`src/rtl/mulaw_sum_pkg.sv`:
```
// Shared constants and types for the companded sample summer.
// Assumes the 8-bit code layout sign/exponent/mantissa described in the brief.
package mulaw_sum_pkg;
    localparam int EXP_W   = 3;
    localparam int MAN_W   = 4;
    localparam int CODE_W  = 1 + EXP_W + MAN_W;
    localparam int MAG_W   = 13;
    localparam int LIN_W   = MAG_W + 1;
    localparam int SUM_W   = LIN_W + 1;
    localparam int BIAS    = 33;
    localparam int MAG_MAX = 8031;
    localparam int SEG_LSB = MAN_W + 1;
    localparam int N_OPS   = 2;

    typedef struct packed {
        logic             neg;
        logic [EXP_W-1:0] ex;
        logic [MAN_W-1:0] man;
    } code_t;

    typedef logic signed [LIN_W-1:0] lin_t;
    typedef logic signed [SUM_W-1:0] sum_t;
endpackage

```
`src/rtl/mulaw_expand.sv`:
```
// Expands one companded code to a signed linear value.
// Purely combinational; assumes the code layout in mulaw_sum_pkg.
module mulaw_expand
    import mulaw_sum_pkg::*;
(
    input  code_t code,
    output lin_t  lin
);
    logic [MAG_W-1:0] seg_base;
    logic [MAG_W-1:0] shifted;
    logic [MAG_W-1:0] mag;

    // Builds (2M+33) << E - 33, then applies the sign.
    always_comb begin
        seg_base = {{(MAG_W-MAN_W-2){1'b0}}, 1'b1, code.man, 1'b1};
        shifted  = seg_base << code.ex;
        mag      = shifted - MAG_W'(BIAS);
        lin      = code.neg ? -$signed({1'b0, mag}) : $signed({1'b0, mag});
    end
endmodule

```
`src/rtl/lin_saturate.sv`:
```
// Splits a wide signed sum into sign and magnitude, clamping the magnitude.
// Assumes CLAMP fits in MAG_W bits.
module lin_saturate
    import mulaw_sum_pkg::*;
#(
    parameter int CLAMP = MAG_MAX
) (
    input  sum_t             sum,
    output logic             neg,
    output logic [MAG_W-1:0] mag
);
    logic [SUM_W-1:0] abs_v;

    // Takes the absolute value and limits it to CLAMP.
    always_comb begin
        neg   = sum[SUM_W-1];
        abs_v = neg ? SUM_W'(-sum) : SUM_W'(sum);
        mag   = (abs_v > SUM_W'(CLAMP)) ? MAG_W'(CLAMP) : abs_v[MAG_W-1:0];
    end
endmodule

```
`src/rtl/mulaw_compress.sv`:
```
// Compresses a sign and magnitude to a companded code.
// Assumes the magnitude is at most MAG_MAX, so mag+BIAS fits MAG_W bits.
module mulaw_compress
    import mulaw_sum_pkg::*;
(
    input  logic             neg,
    input  logic [MAG_W-1:0] mag,
    output code_t            code
);
    logic [MAG_W-1:0] biased;
    logic [EXP_W-1:0] seg;
    logic [MAG_W-1:0] sh;

    // Finds the leading segment bit of the biased magnitude and extracts the mantissa.
    always_comb begin
        biased = mag + MAG_W'(BIAS);
        seg    = '0;
        for (int i = 0; i < (1 << EXP_W); i++) begin
            if (biased[i + SEG_LSB]) seg = EXP_W'(i);
        end
        sh        = biased >> ({1'b0, seg} + 4'd1);
        code.neg  = neg;
        code.ex   = seg;
        code.man  = sh[MAN_W-1:0];
    end
endmodule

```
`src/rtl/mulaw_pair_sum.sv`:
```
// Two-stage pipelined sum of two companded samples.
// Stage 1 expands both operands and adds them; stage 2 saturates and compresses.
// Assumes synchronous active-low reset and one shared valid for both operands.
module mulaw_pair_sum
    import mulaw_sum_pkg::*;
#(
    parameter int CLAMP_MAG = MAG_MAX
) (
    input  logic              clk,
    input  logic              rst_n,
    input  logic              in_vld,
    input  logic [CODE_W-1:0] in_a,
    input  logic [CODE_W-1:0] in_b,
    output logic              out_vld,
    output logic [CODE_W-1:0] out_code
);
    code_t op_code [N_OPS];
    lin_t  op_lin  [N_OPS];

    assign op_code[0] = code_t'(in_a);
    assign op_code[1] = code_t'(in_b);

    for (genvar g = 0; g < N_OPS; g++) begin : g_expand
        mulaw_expand u_expand (
            .code (op_code[g]),
            .lin  (op_lin[g])
        );
    end

    logic s1_vld;
    sum_t s1_sum;

    // Stage 1: registers the exact linear sum of a valid pair.
    always_ff @(posedge clk) begin
        if (!rst_n) begin
            s1_vld <= 1'b0;
            s1_sum <= '0;
        end else begin
            s1_vld <= in_vld;
            if (in_vld) s1_sum <= sum_t'(op_lin[0]) + sum_t'(op_lin[1]);
        end
    end

    logic             sat_neg;
    logic [MAG_W-1:0] sat_mag;
    code_t            enc_code;

    lin_saturate #(.CLAMP(CLAMP_MAG)) u_sat (
        .sum (s1_sum),
        .neg (sat_neg),
        .mag (sat_mag)
    );

    mulaw_compress u_comp (
        .neg  (sat_neg),
        .mag  (sat_mag),
        .code (enc_code)
    );

    // Stage 2: registers the compressed result; holds it across bubbles.
    always_ff @(posedge clk) begin
        if (!rst_n) begin
            out_vld  <= 1'b0;
            out_code <= '0;
        end else begin
            out_vld <= s1_vld;
            if (s1_vld) out_code <= enc_code;
        end
    end
endmodule

```
`config.mk`:
```
export PLATFORM = sky130hd
export DESIGN_NAME = mulaw_pair_sum
export DESIGN_NICKNAME = d
export VERILOG_FILES = /design/src/rtl/mulaw_sum_pkg.sv /design/src/rtl/mulaw_expand.sv /design/src/rtl/lin_saturate.sv /design/src/rtl/mulaw_compress.sv /design/src/rtl/mulaw_pair_sum.sv
export SDC_FILE = /design/constraint.sdc
export NUM_CORES = 1
export LEC_CHECK = 0
export BUFFER_PORTS_ARGS = -buffer_cell sky130_fd_sc_hd__buf_2
export CAP_MARGIN = 0
export CELL_PAD_IN_SITES_DETAIL_PLACEMENT = 1
export CELL_PAD_IN_SITES_GLOBAL_PLACEMENT = 2
export CORE_AREA = 5 5 85 146
export DETAILED_ROUTE_END_ITERATION = 6
export DIE_AREA = 0 0 90 151
export GPL_ROUTABILITY_DRIVEN = 0
export GPL_TIMING_DRIVEN = 0
export PLACE_DENSITY = 0.91
export SYNTH_ARGS = -nofsm -noshare
export SYNTH_HDL_FRONTEND = slang
export SYNTH_SLANG_ARGS = --single-unit
```
`constraint.sdc`:
```
create_clock -name clk -period 5.42 [get_ports clk]
set_input_delay 0.813 -clock clk [delete_from_list [all_inputs] [get_ports clk]]
set_output_delay 0.813 -clock clk [all_outputs]
set_load 0.01 [all_outputs]
```
Word-level counts from Yosys, hierarchy flattened
Cells that the tools add are included.

Add/subtract/negate cells: 8. Order comparisons: 1. Shift operators: 3. Multiplexer cells: 11.

Operators by type and width (count): $mux 14 (2); $neg 13->14 (2); $shl 6x3->13 (2); $sub 13x6->13 const B (2); $add 14x14->15 (1); $gt 15x13->1 const B (1); $mux 15 (1); $neg 15->15 (1); $add 13x6->13 const B (1); $mux 13 (1); $shr 13x4->4 (1); $mux 3 (4); $add 3x1->4 const B (1); $mux 2 (2); $mux 1 (1).

Register bits: 25. Input bits: 19.

Longest topological paths before layout
Gate-level depths: netlist of run 1.

Depth in word-level cells: 14. Mapped depth: 21.

Cells and area by module
Synthesis of run 1 repeated with hierarchy kept, for this count alone.

Cells, all modules: 646. Area, all modules: 4939.7 um^2.

Modules (own cells, without submodules): mulaw_expand (instances 2, cells each 138, area each 958.4 um^2, sequential area each 0.0 um^2); mulaw_pair_sum (instances 1, cells each 181, area each 1580.3 um^2, sequential area each 500.5 um^2); mulaw_compress (instances 1, cells each 103, area each 765.7 um^2, sequential area each 0.0 um^2); lin_saturate (instances 1, cells each 86, area each 676.9 um^2, sequential area each 0.0 um^2).

Least setup slack after synthesis of run 1
Ideal clock, no wire load.

Kind: reg-to-reg. From: register s1_sum[1]. To: register out_code[0]. Data arrival time: 4.715 ns. Path slack: 0.584 ns. Cell stages (with the launch flop): 21. Period minus slack after synthesis: 4.836 ns. Cell sequence: dfxtp_1 -> clkbuf_1 -> inv_1 -> ha_1 -> buf_2 -> nor4b_2 -> a2111oi_0 -> o32ai_2 -> a2111oi_4 -> nor3_2 -> o211ai_1 -> ha_1 -> inv_1 -> a211oi_1 -> o22ai_1 -> mux2_2 -> nand2_1 -> o31ai_4 -> mux4_2 -> a22oi_2 -> o21ai_2.

Cells in the longest elaborated chain, start to end: 14.

RTL lines: start, declared (RTL line mulaw_pair_sum.sv:31) `sum_t s1_sum;`; start signal, assigned (RTL line mulaw_pair_sum.sv:40) `if (in_vld) s1_sum <= sum_t'(op_lin[0]) + sum_t'(op_lin[1]);`; $neg 15->15 (RTL line lin_saturate.sv:17) `abs_v = neg ? SUM_W'(-sum) : SUM_W'(sum);`; $mux 15 (*) (RTL line lin_saturate.sv:17); $gt 15x13->1 (RTL line lin_saturate.sv:18) `mag = (abs_v > SUM_W'(CLAMP)) ? MAG_W'(CLAMP) : abs_v[MAG_W-1:0];`; $mux 13 (*) (RTL line lin_saturate.sv:18); $add 13x6->13 (*) (RTL line mulaw_compress.sv:16) `biased = mag + MAG_W'(BIAS);`; $mux 1 (RTL line mulaw_compress.sv:19) `if (biased[i + SEG_LSB]) seg = EXP_W'(i);`; $mux 2 (2 in series) (RTL line mulaw_compress.sv:19); $mux 3 (4 in series) (RTL line mulaw_compress.sv:19); $add 3x1->4 (RTL line mulaw_compress.sv:21) `sh = biased >> ({1'b0, seg} + 4'd1);`; $shr 13x4->4 (*) (RTL line mulaw_compress.sv:21); end signal, assigned (RTL line mulaw_pair_sum.sv:67) `if (s1_vld) out_code <= enc_code;`; end, declared (RTL line mulaw_pair_sum.sv:15) `output logic [CODE_W-1:0] out_code`.

Mark *: on every way between the ends. The rest lies on a longest branch, timed or not. A chain may end at the register's enable or synchronous reset.

Worst setup path in the final report of run 1
From: register s1_sum[0]. To: register out_code[0].

The elaborated chain is that of the path after synthesis.

==> impl_metrics.py, run 1 <==
metrics = {
    "critical_path": {
        "critPathMaxStageDelay_ns": 0.44,
        "worstReg2RegStart": "s1_sum[0]",
        "critical_path.startpoint": "s1_sum[0]",
        "reg2reg_to": "out_code[0]",
        "crit_path_end_kind": "flip-flop",
        "timing.reg2reg.setup_slack_ns": 0.35,
        "class_of_the_most_critical_setup_path": "flip-flop to flip-flop",
        "timing.critical_path.slowest_stage_cell": "sky130_fd_sc_hd__or4b_1",
        "kind_of_cell_with_the_highest_combined_delay_on_the_critical_path": "compound AO/OA/AOI/OAI gates",
        "setup.worst_path.end": "out_code[0]",
        "crit_arrival_ns": 5.23,
        "worstRegToRegCells": 21,
        "timing.critical_path.from_type": "flip-flop",
        "critPathBufInv": 4,
        "cp_data_required_time_ns": 5.58,
        "cp.depth": 21,
        "cp_max_fo": 9,
        "crit_path_cell_trace": "buf_2, inv_1, ha_1, or4b_1, buf_2, nor3_1, o32ai_2, a2111oi_4, nor3_4, o211ai_1, ha_1, inv_1, a211oi_2, o22ai_2, mux2_2, nand2_1, nor2_1, a22oi_4, mux2_2, a22oi_2, o21ai_2",
    },
    "finish": {
        "drive_gt1_frac": 0.158,
        "area_growth_syn_to_layout_pct": 11.9,
        "final.fill_count": 1425,
        "sequential_cell_area_in_the_final_layout_um2": 502,
        "num_antenna_cells": 0,
        "area_of_combinational_cells_with_multiple_inputs_um2": 3330,
        "fin_area_um2": 4480,
        "stdcell_count": 701,
        "num-nets-final": 610,
    },
    "grt": {
        "grt_pass1_wl_um": 20600,
        "gr-max-usage-layer": "met2",
        "global_route.usage.met3": 0.0129,
        "grt_start_max_net_pins": 16,
        "via_count_of_the_first_global_routing_pass": 4414,
        "grt_use_total": 0.183,
        "grt_use_met2": 0.404,
        "gr-usage-met1": 0.149,
        "antenna_violations_before_repair": 0,
        "globalRouteOverflowTotal": 0,
    },
    "hold_path": {
        "hp-class": "flip-flop to flip-flop",
        "hold_start": "out_code[7]",
    },
    "yosys": {
        "ys_ff_latch": 25,
        "syn_inst": 538,
        "netlist-cell-type-count": 87,
        "async_reset_ff_frac": 0,
        "avgSynthCellArea_um2": 7.44,
        "post_synthesis_net_count": 578,
        "postSynth.topFlopCell": "sky130_fd_sc_hd__dfxtp_1",
        "synthesis.yosys.warnings": 0,
        "sequential_share_of_the_synthesized_area": 0.125,
        "syn_area_um2": 4000,
        "synth-edff-count": 0,
    },
    "clocking": {
        "cts_max_level": 1,
        "cts.sink_count": 25,
        "max-clock-path-buffers": 2,
        "cts_root_buffer": "sky130_fd_sc_hd__clkbuf_16",
        "clk_pin_slew_worst_paths_ns": 0.07,
        "cts_buffers": 3,
        "clock_tree_from_tritoncts": "yes",
        "worstSkewPairLatency_ns": 0.27,
    },
    "placed_design": {
        "place.detailed.hpwl_um": 10700,
        "placed_cells_incl_taps": 694,
        "buffer_ports.inserted": 24,
        "placed_cell_area_um2": 4290,
        "place_worst_setup_slack_ns": -0.343,
    },
    "routing": {
        "routed_wire_length_per_instance_um": 18.0,
        "postRouteWirelength_um": 12600,
        "drc": 0,
        "drtAntennaViolNets": 0,
        "drtPass1Iterations": 4,
        "routed_via_density": 5.81,
        "vias": 4070,
        "drtIter0Drc": 108,
    },
    "power": {
        "p_per_area_nw_per_um2": 383,
        "finalPower_mw": 1.72,
        "peak_supply_drop_mv": 0.248,
        "total_leakage_power_nw": 1.81,
    },
    "sta": {
        "setup_viol_count_final": 0,
        "achievable-frequency_mhz": 197,
        "crit_share_post_route": 0.935,
        "timing.final.crit_period_ns": 5.07,
        "final_max_slew_viol_count": 0,
        "timing.clock.skew_ns": 0.00603,
        "tns_ns": 0,
        "worst_pin_slew_ns": 0.763,
        "rsz0062_at_grt": "false",
        "timing.final.ws_setup_ns": 0.352,
        "finalHoldViolCount": 0,
        "max_slew_margin": 0.488,
    },
    "floorplanning": {
        "start_util": 0.363,
        "core-area_um2": 11000,
        "chipHeight_um": 151,
        "fp.dieArea_um2": 13600,
        "design.portCount": 28,
        "dieWidth_um": 90,
        "std_cell_rows": 51,
    },
    "status": {
        "outcome": "finished clean",
    },
    "flow_run": {
        "max_cap_viols": 0,
    },
}
[per-layer routing]
layer  vias up  wire length [um]
li1       2007                 -
met1      1961              4140
met2        69              7590
met3        33               237
met4         0               680
met5         -                 0
[how the worst min path moves through the flow]
| stage | endpoint | cells past startpoint |
|---|---|---|
| after global placement | out_code[6] | 1 |
| after detailed placement | out_code[7] | 2 |
| after global routing | out_code[7] | 2 |
| after CTS | out_code[7] | 2 |
| after floorplan | s1_sum[13] | 2 |
| final | out_code[7] | 2 |
[metrics by stage]
step	hold slack (ns)	util
global route	0.551	0.406
global placement	0.463	0.388
CTS	0.526	0.399
detailed placement	0.505	0.388
finish	0.524	0.406
floorplan	0.503	-
[final cells by class]
cell class              instances  area share
clock buffers                   3      0.0168
multi-input cells             453       0.744
well taps                     132      0.0369
plain buffers                  31      0.0318
flip-flops and latches         25       0.112
inverters                      28      0.0235
clock inverters                 1     0.00168
repair buffers                 28      0.0335
[registers in the layout, summed over array words and instances, names as in the netlist]
register,count
s1_vld,1
s1_sum,15
out_vld,1
out_code,8
[report_power, final]
group          total (mW)  leakage (nW)  internal, mW  switching [mW]
Sequential          0.259         0.206         0.223          0.0363
Combinational        1.28          1.57         0.533           0.750
Clock               0.174        0.0371         0.101          0.0737
[logic make-up after synthesis]
logic type               Yosys count  synth area share
flip-flops                        25             0.125
AO/OA/AOI/OAI                    152             0.285
XOR/XNOR                          53             0.118
buffers and inverters             60            0.0622
AND/OR/NAND/NOR                  202             0.272
multiplexers                      25            0.0703
adder cells (fa/ha/maj)           21            0.0675
[cells in the final DEF, fill, tap and decap left out, drive strengths merged, types with 14 or more instances in the layout]
cell type / n
a21oi: 21
buf: 40
clkbuf: 22
dfxtp: 25
ha: 20
inv: 27
mux2i: 18
nand2: 48
nand2b: 18
nand3: 14
nor2: 42
nor2b: 21
nor3: 14
o21ai: 38
xnor2: 36
xor2: 17
[synthesized netlist by cell type (3+ instances only)]
cell,n,area [um^2]
sky130_fd_sc_hd__a211oi_1,7,52.6
sky130_fd_sc_hd__a21boi_0,7,52.6
sky130_fd_sc_hd__a21o_1,3,22.5
sky130_fd_sc_hd__a21oi_1,21,105
sky130_fd_sc_hd__a31oi_1,13,81.3
sky130_fd_sc_hd__buf_2,7,35.0
sky130_fd_sc_hd__clkbuf_1,20,75.1
sky130_fd_sc_hd__dfxtp_1,25,500
sky130_fd_sc_hd__ha_1,20,250
sky130_fd_sc_hd__inv_1,27,101
sky130_fd_sc_hd__mux2_2,5,56.3
sky130_fd_sc_hd__mux2i_1,18,180
sky130_fd_sc_hd__nand2_1,48,180
sky130_fd_sc_hd__nand2b_1,18,113
sky130_fd_sc_hd__nand3_1,14,70.1
sky130_fd_sc_hd__nand3b_1,3,22.5
sky130_fd_sc_hd__nor2_1,42,158
sky130_fd_sc_hd__nor2b_1,21,131
sky130_fd_sc_hd__nor3_1,13,65.1
sky130_fd_sc_hd__nor4_1,5,31.3
sky130_fd_sc_hd__o211a_1,3,30.0
sky130_fd_sc_hd__o211ai_1,6,45.0
sky130_fd_sc_hd__o21a_1,8,60.1
sky130_fd_sc_hd__o21ai_0,34,170
sky130_fd_sc_hd__o22ai_1,4,25.0
sky130_fd_sc_hd__o311ai_1,3,26.3
sky130_fd_sc_hd__o31ai_1,3,22.5
sky130_fd_sc_hd__o41ai_1,3,26.3
sky130_fd_sc_hd__or2_2,4,25.0
sky130_fd_sc_hd__or3_1,11,68.8
sky130_fd_sc_hd__xnor2_1,36,315
sky130_fd_sc_hd__xor2_1,16,140
[worst register-to-register path, delay by kind of cell, from the launching register on]
family | cells | cell delay, ns
buffers and inverters | 4 | 0.57
multiplexers | 2 | 0.72
AO/OA/AOI/OAI | 8 | 1.76
flip-flops | 1 | 0.31
adder cells (fa/ha/maj) | 2 | 0.43
AND/OR/NAND/NOR | 5 | 1.17
[timing repair]
item,in CTS,in global routing
hold buffers,0,0
setup endpoints to repair,5,7
gates resized for setup,4,14
pin swaps,2,2
setup buffers,2,2
(Power assumes the default switching activity.)
==> run 2, diff against run 1 <==
ABC_AREA = 1   (was not set)
CORE_AREA = 5 5 87 149   (was 5 5 85 146)
DIE_AREA = 0 0 92 154   (was 0 0 90 151)
==> impl_metrics.py, run 2 <==
metrics = {
    "critical_path": {
        "cp.depth": 28,
        "worstReg2RegStart": "s1_sum[0]",
        "crit_arrival_ns": 5.05,
        "critical_path.startpoint": "in_a[4]",
        "critPathBufInv": 5,
        "class_of_the_most_critical_setup_path": "input port to flip-flop",
        "cp_data_required_time_ns": 5.58,
        "timing.reg2reg.setup_slack_ns": 1.65,
        "worstRegToRegCells": 27,
        "cp_max_fo": 10,
        "path_common_cell": "sky130_fd_sc_hd__nand2_1",
        "kind_of_cell_with_the_highest_combined_delay_on_the_critical_path": "compound AO/OA/AOI/OAI gates",
        "timing.critical_path.slowest_stage_cell": "sky130_fd_sc_hd__ha_1",
        "timing.critical_path.from_type": "input port",
        "critPathMaxStageDelay_ns": 0.35,
        "reg2reg_to": "out_code[0]",
        "crit_path_end_kind": "flip-flop",
    },
    "finish": {
        "reg.largest.list": "s1_sum: 15 flops, out_code: 8 flops",
        "layout.cells.most_common_list": "158 x sky130_fd_sc_hd__nand2_1, 107 x sky130_fd_sc_hd__inv_1, 58 x sky130_fd_sc_hd__nand3_1",
        "num_antenna_cells": 0,
        "largest-register": "s1_sum",
        "final.fill_count": 1645,
        "largest_reg_flops": 15,
        "num-nets-final": 721,
        "drive_gt1_frac": 0.126,
        "fin_area_um2": 4160,
        "area_growth_syn_to_layout_pct": 11.0,
        "layout.cells.most_common": "sky130_fd_sc_hd__nand2_1",
    },
    "grt": {
        "via_count_of_the_first_global_routing_pass": 4277,
        "grt_pass1_wl_um": 18800,
        "grt_use_total": 0.159,
        "globalRouteOverflowTotal": 0,
        "grt_start_max_net_pins": 16,
        "antenna_violations_before_repair": 0,
    },
    "yosys": {
        "leading_cell_type_by_number_of_instances_after_synthesis": "sky130_fd_sc_hd__nand2_1",
        "yosys.area.top_type_share": 0.158,
        "synth_common_cells": "158 x sky130_fd_sc_hd__nand2_1, 107 x sky130_fd_sc_hd__inv_1, 58 x sky130_fd_sc_hd__nand3_1",
        "post_synthesis_net_count": 689,
        "synthDominantAreaCellType": "sky130_fd_sc_hd__nand2_1",
        "ys_ff_latch": 25,
        "postSynth.topFlopCell": "sky130_fd_sc_hd__dfxtp_1",
        "synth-edff-count": 0,
        "syn_inst": 649,
        "synth_top_cells_by_area": "sky130_fd_sc_hd__nand2_1 16%, sky130_fd_sc_hd__dfxtp_1 13%, sky130_fd_sc_hd__inv_1 11%, sky130_fd_sc_hd__xor2_1 9.8%, sky130_fd_sc_hd__nand3_1 7.7%",
        "async_reset_ff_frac": 0,
        "synthesis.yosys.warnings": 0,
        "syn_area_um2": 3750,
        "avgSynthCellArea_um2": 5.77,
        "sequential_share_of_the_synthesized_area": 0.134,
        "netlist-cell-type-count": 41,
    },
    "sta": {
        "timing.clock.skew_ns": 0.00860,
        "final_max_slew_viol_count": 0,
        "rsz0062_at_grt": "false",
        "tns_ns": 0,
        "achievable-frequency_mhz": 204,
        "crit_share_post_route": 0.903,
        "timing.final.ws_setup_ns": 0.528,
        "setup_viol_count_final": 0,
        "finalHoldViolCount": 0,
        "worst_pin_slew_ns": 0.699,
        "timing.final.crit_period_ns": 4.89,
        "max_slew_margin": 0.527,
    },
    "flow_run": {
        "max_cap_viols": 0,
    },
    "floorplanning": {
        "dieWidth_um": 92,
        "chipHeight_um": 154,
        "core-area_um2": 11600,
        "fp.dieArea_um2": 14200,
        "std_cell_rows": 52,
        "design.portCount": 28,
        "start_util": 0.324,
    },
    "clocking": {
        "cts.sink_count": 25,
        "clk_pin_slew_worst_paths_ns": 0.07,
        "clock_tree_from_tritoncts": "yes",
        "max-clock-path-buffers": 2,
        "ctsHoldBuffers": 0,
        "worstSkewPairLatency_ns": 0.27,
        "cts_buffers": 3,
        "cts_max_level": 1,
        "cts_root_buffer": "sky130_fd_sc_hd__clkbuf_16",
    },
    "placed_design": {
        "placed_cell_area_um2": 4040,
        "buffer_ports.inserted": 25,
        "place_worst_setup_slack_ns": -0.0410,
        "place.detailed.hpwl_um": 9920,
    },
    "status": {
        "outcome": "finished clean",
    },
    "routing": {
        "postRouteWirelength_um": 11000,
        "drc": 0,
        "routed_via_density": 5.00,
        "drtIter0Drc": 64,
        "drtAntennaViolNets": 0,
        "routed_wire_length_per_instance_um": 13.5,
        "vias": 4071,
        "drtPass1Iterations": 4,
    },
    "hold_path": {
        "worstHoldEndpoint": "out_code[5]",
        "hp-class": "flip-flop to flip-flop",
        "cell_depth_of_the_worst_hold_path": 2,
        "hold_start": "out_code[5]",
    },
    "power": {
        "total_leakage_power_nw": 2.21,
        "peak_supply_drop_mv": 0.128,
        "p_per_area_nw_per_um2": 313,
    },
}
==> run 2: report_power, final <==
part | internal [mW] | switching, mW
sequential | 0.214 | 0.0245
clock | 0.100 | 0.0690
combinational | 0.310 | 0.582
total | 0.624 | 0.675
==> run 2: per-layer routing <==
metal  wire, um  up-vias  global-route usage
met5          0        -                   0
met4        416        0              0.0652
met3         93       27             0.00685
met2       7000       43               0.363
met1       3470     1897               0.131
li1           -     2104                   -
==> run 2: per-stage QoR <==
step | utilization | power (mW) | hold slack (ns) | cells
global placement | 0.349 | 1.11 | 0.466 | 809
detailed placement | 0.349 | 1.14 | 0.496 | 809
CTS | 0.356 | 1.31 | 0.514 | 813
floorplan | - | 0.926 | 0.490 | 649
finish | 0.359 | 1.30 | 0.517 | 815
global route | 0.359 | 1.44 | 0.537 | 815
==> run 2: kinds of logic after synthesis <==
kind of cell,synth area share
flops,0.134
xor+xnor,0.126
buf+inv,0.132
simple gates,0.384
fa+ha+maj,0.0721
compound gates,0.152
==> run 2: final cells by class <==
cell class / count / area [um^2] / area share
Inverter: 115 / 434 / 0.104
Sequential cell: 25 / 500 / 0.120
Tap cell: 135 / 169 / 0.0406
Buffer: 13 / 61.3 / 0.0147
Timing Repair Buffer: 27 / 140 / 0.0337
Clock buffer: 3 / 75.1 / 0.0181
Clock inverter: 1 / 7.51 / 0.00181
Multi-Input combinational cell: 496 / 2770 / 0.666
==> run 2: timing repair <==
action	CTS	global route
endpoints found under the setup margin	0	3
resized for setup	0	7
buffers inserted	0	2
==> run 2: worst max-delay path by stage <==
| stage | to | slack, ns |
|---|---|---|
| 4_1_cts | s1_sum[12] | 0.22 |
| 5_1_grt | s1_sum[12] | 0.02 |
| 3_3_place_gp | s1_sum[12] | -0.01 |
| 6_report | s1_sum[12] | 0.53 |
| 3_5_place_dp | s1_sum[12] | -0.04 |
| 2_1_floorplan | s1_sum[12] | 0.99 |
==> run 2: tightest hold or removal path, delay by kind of cell, from the launching register on <==
family | cells | cell delay [ns]
flip-flops | 1 | 0.33
AO/OA/AOI/OAI | 1 | 0.09
buffers and inverters | 1 | 0.06
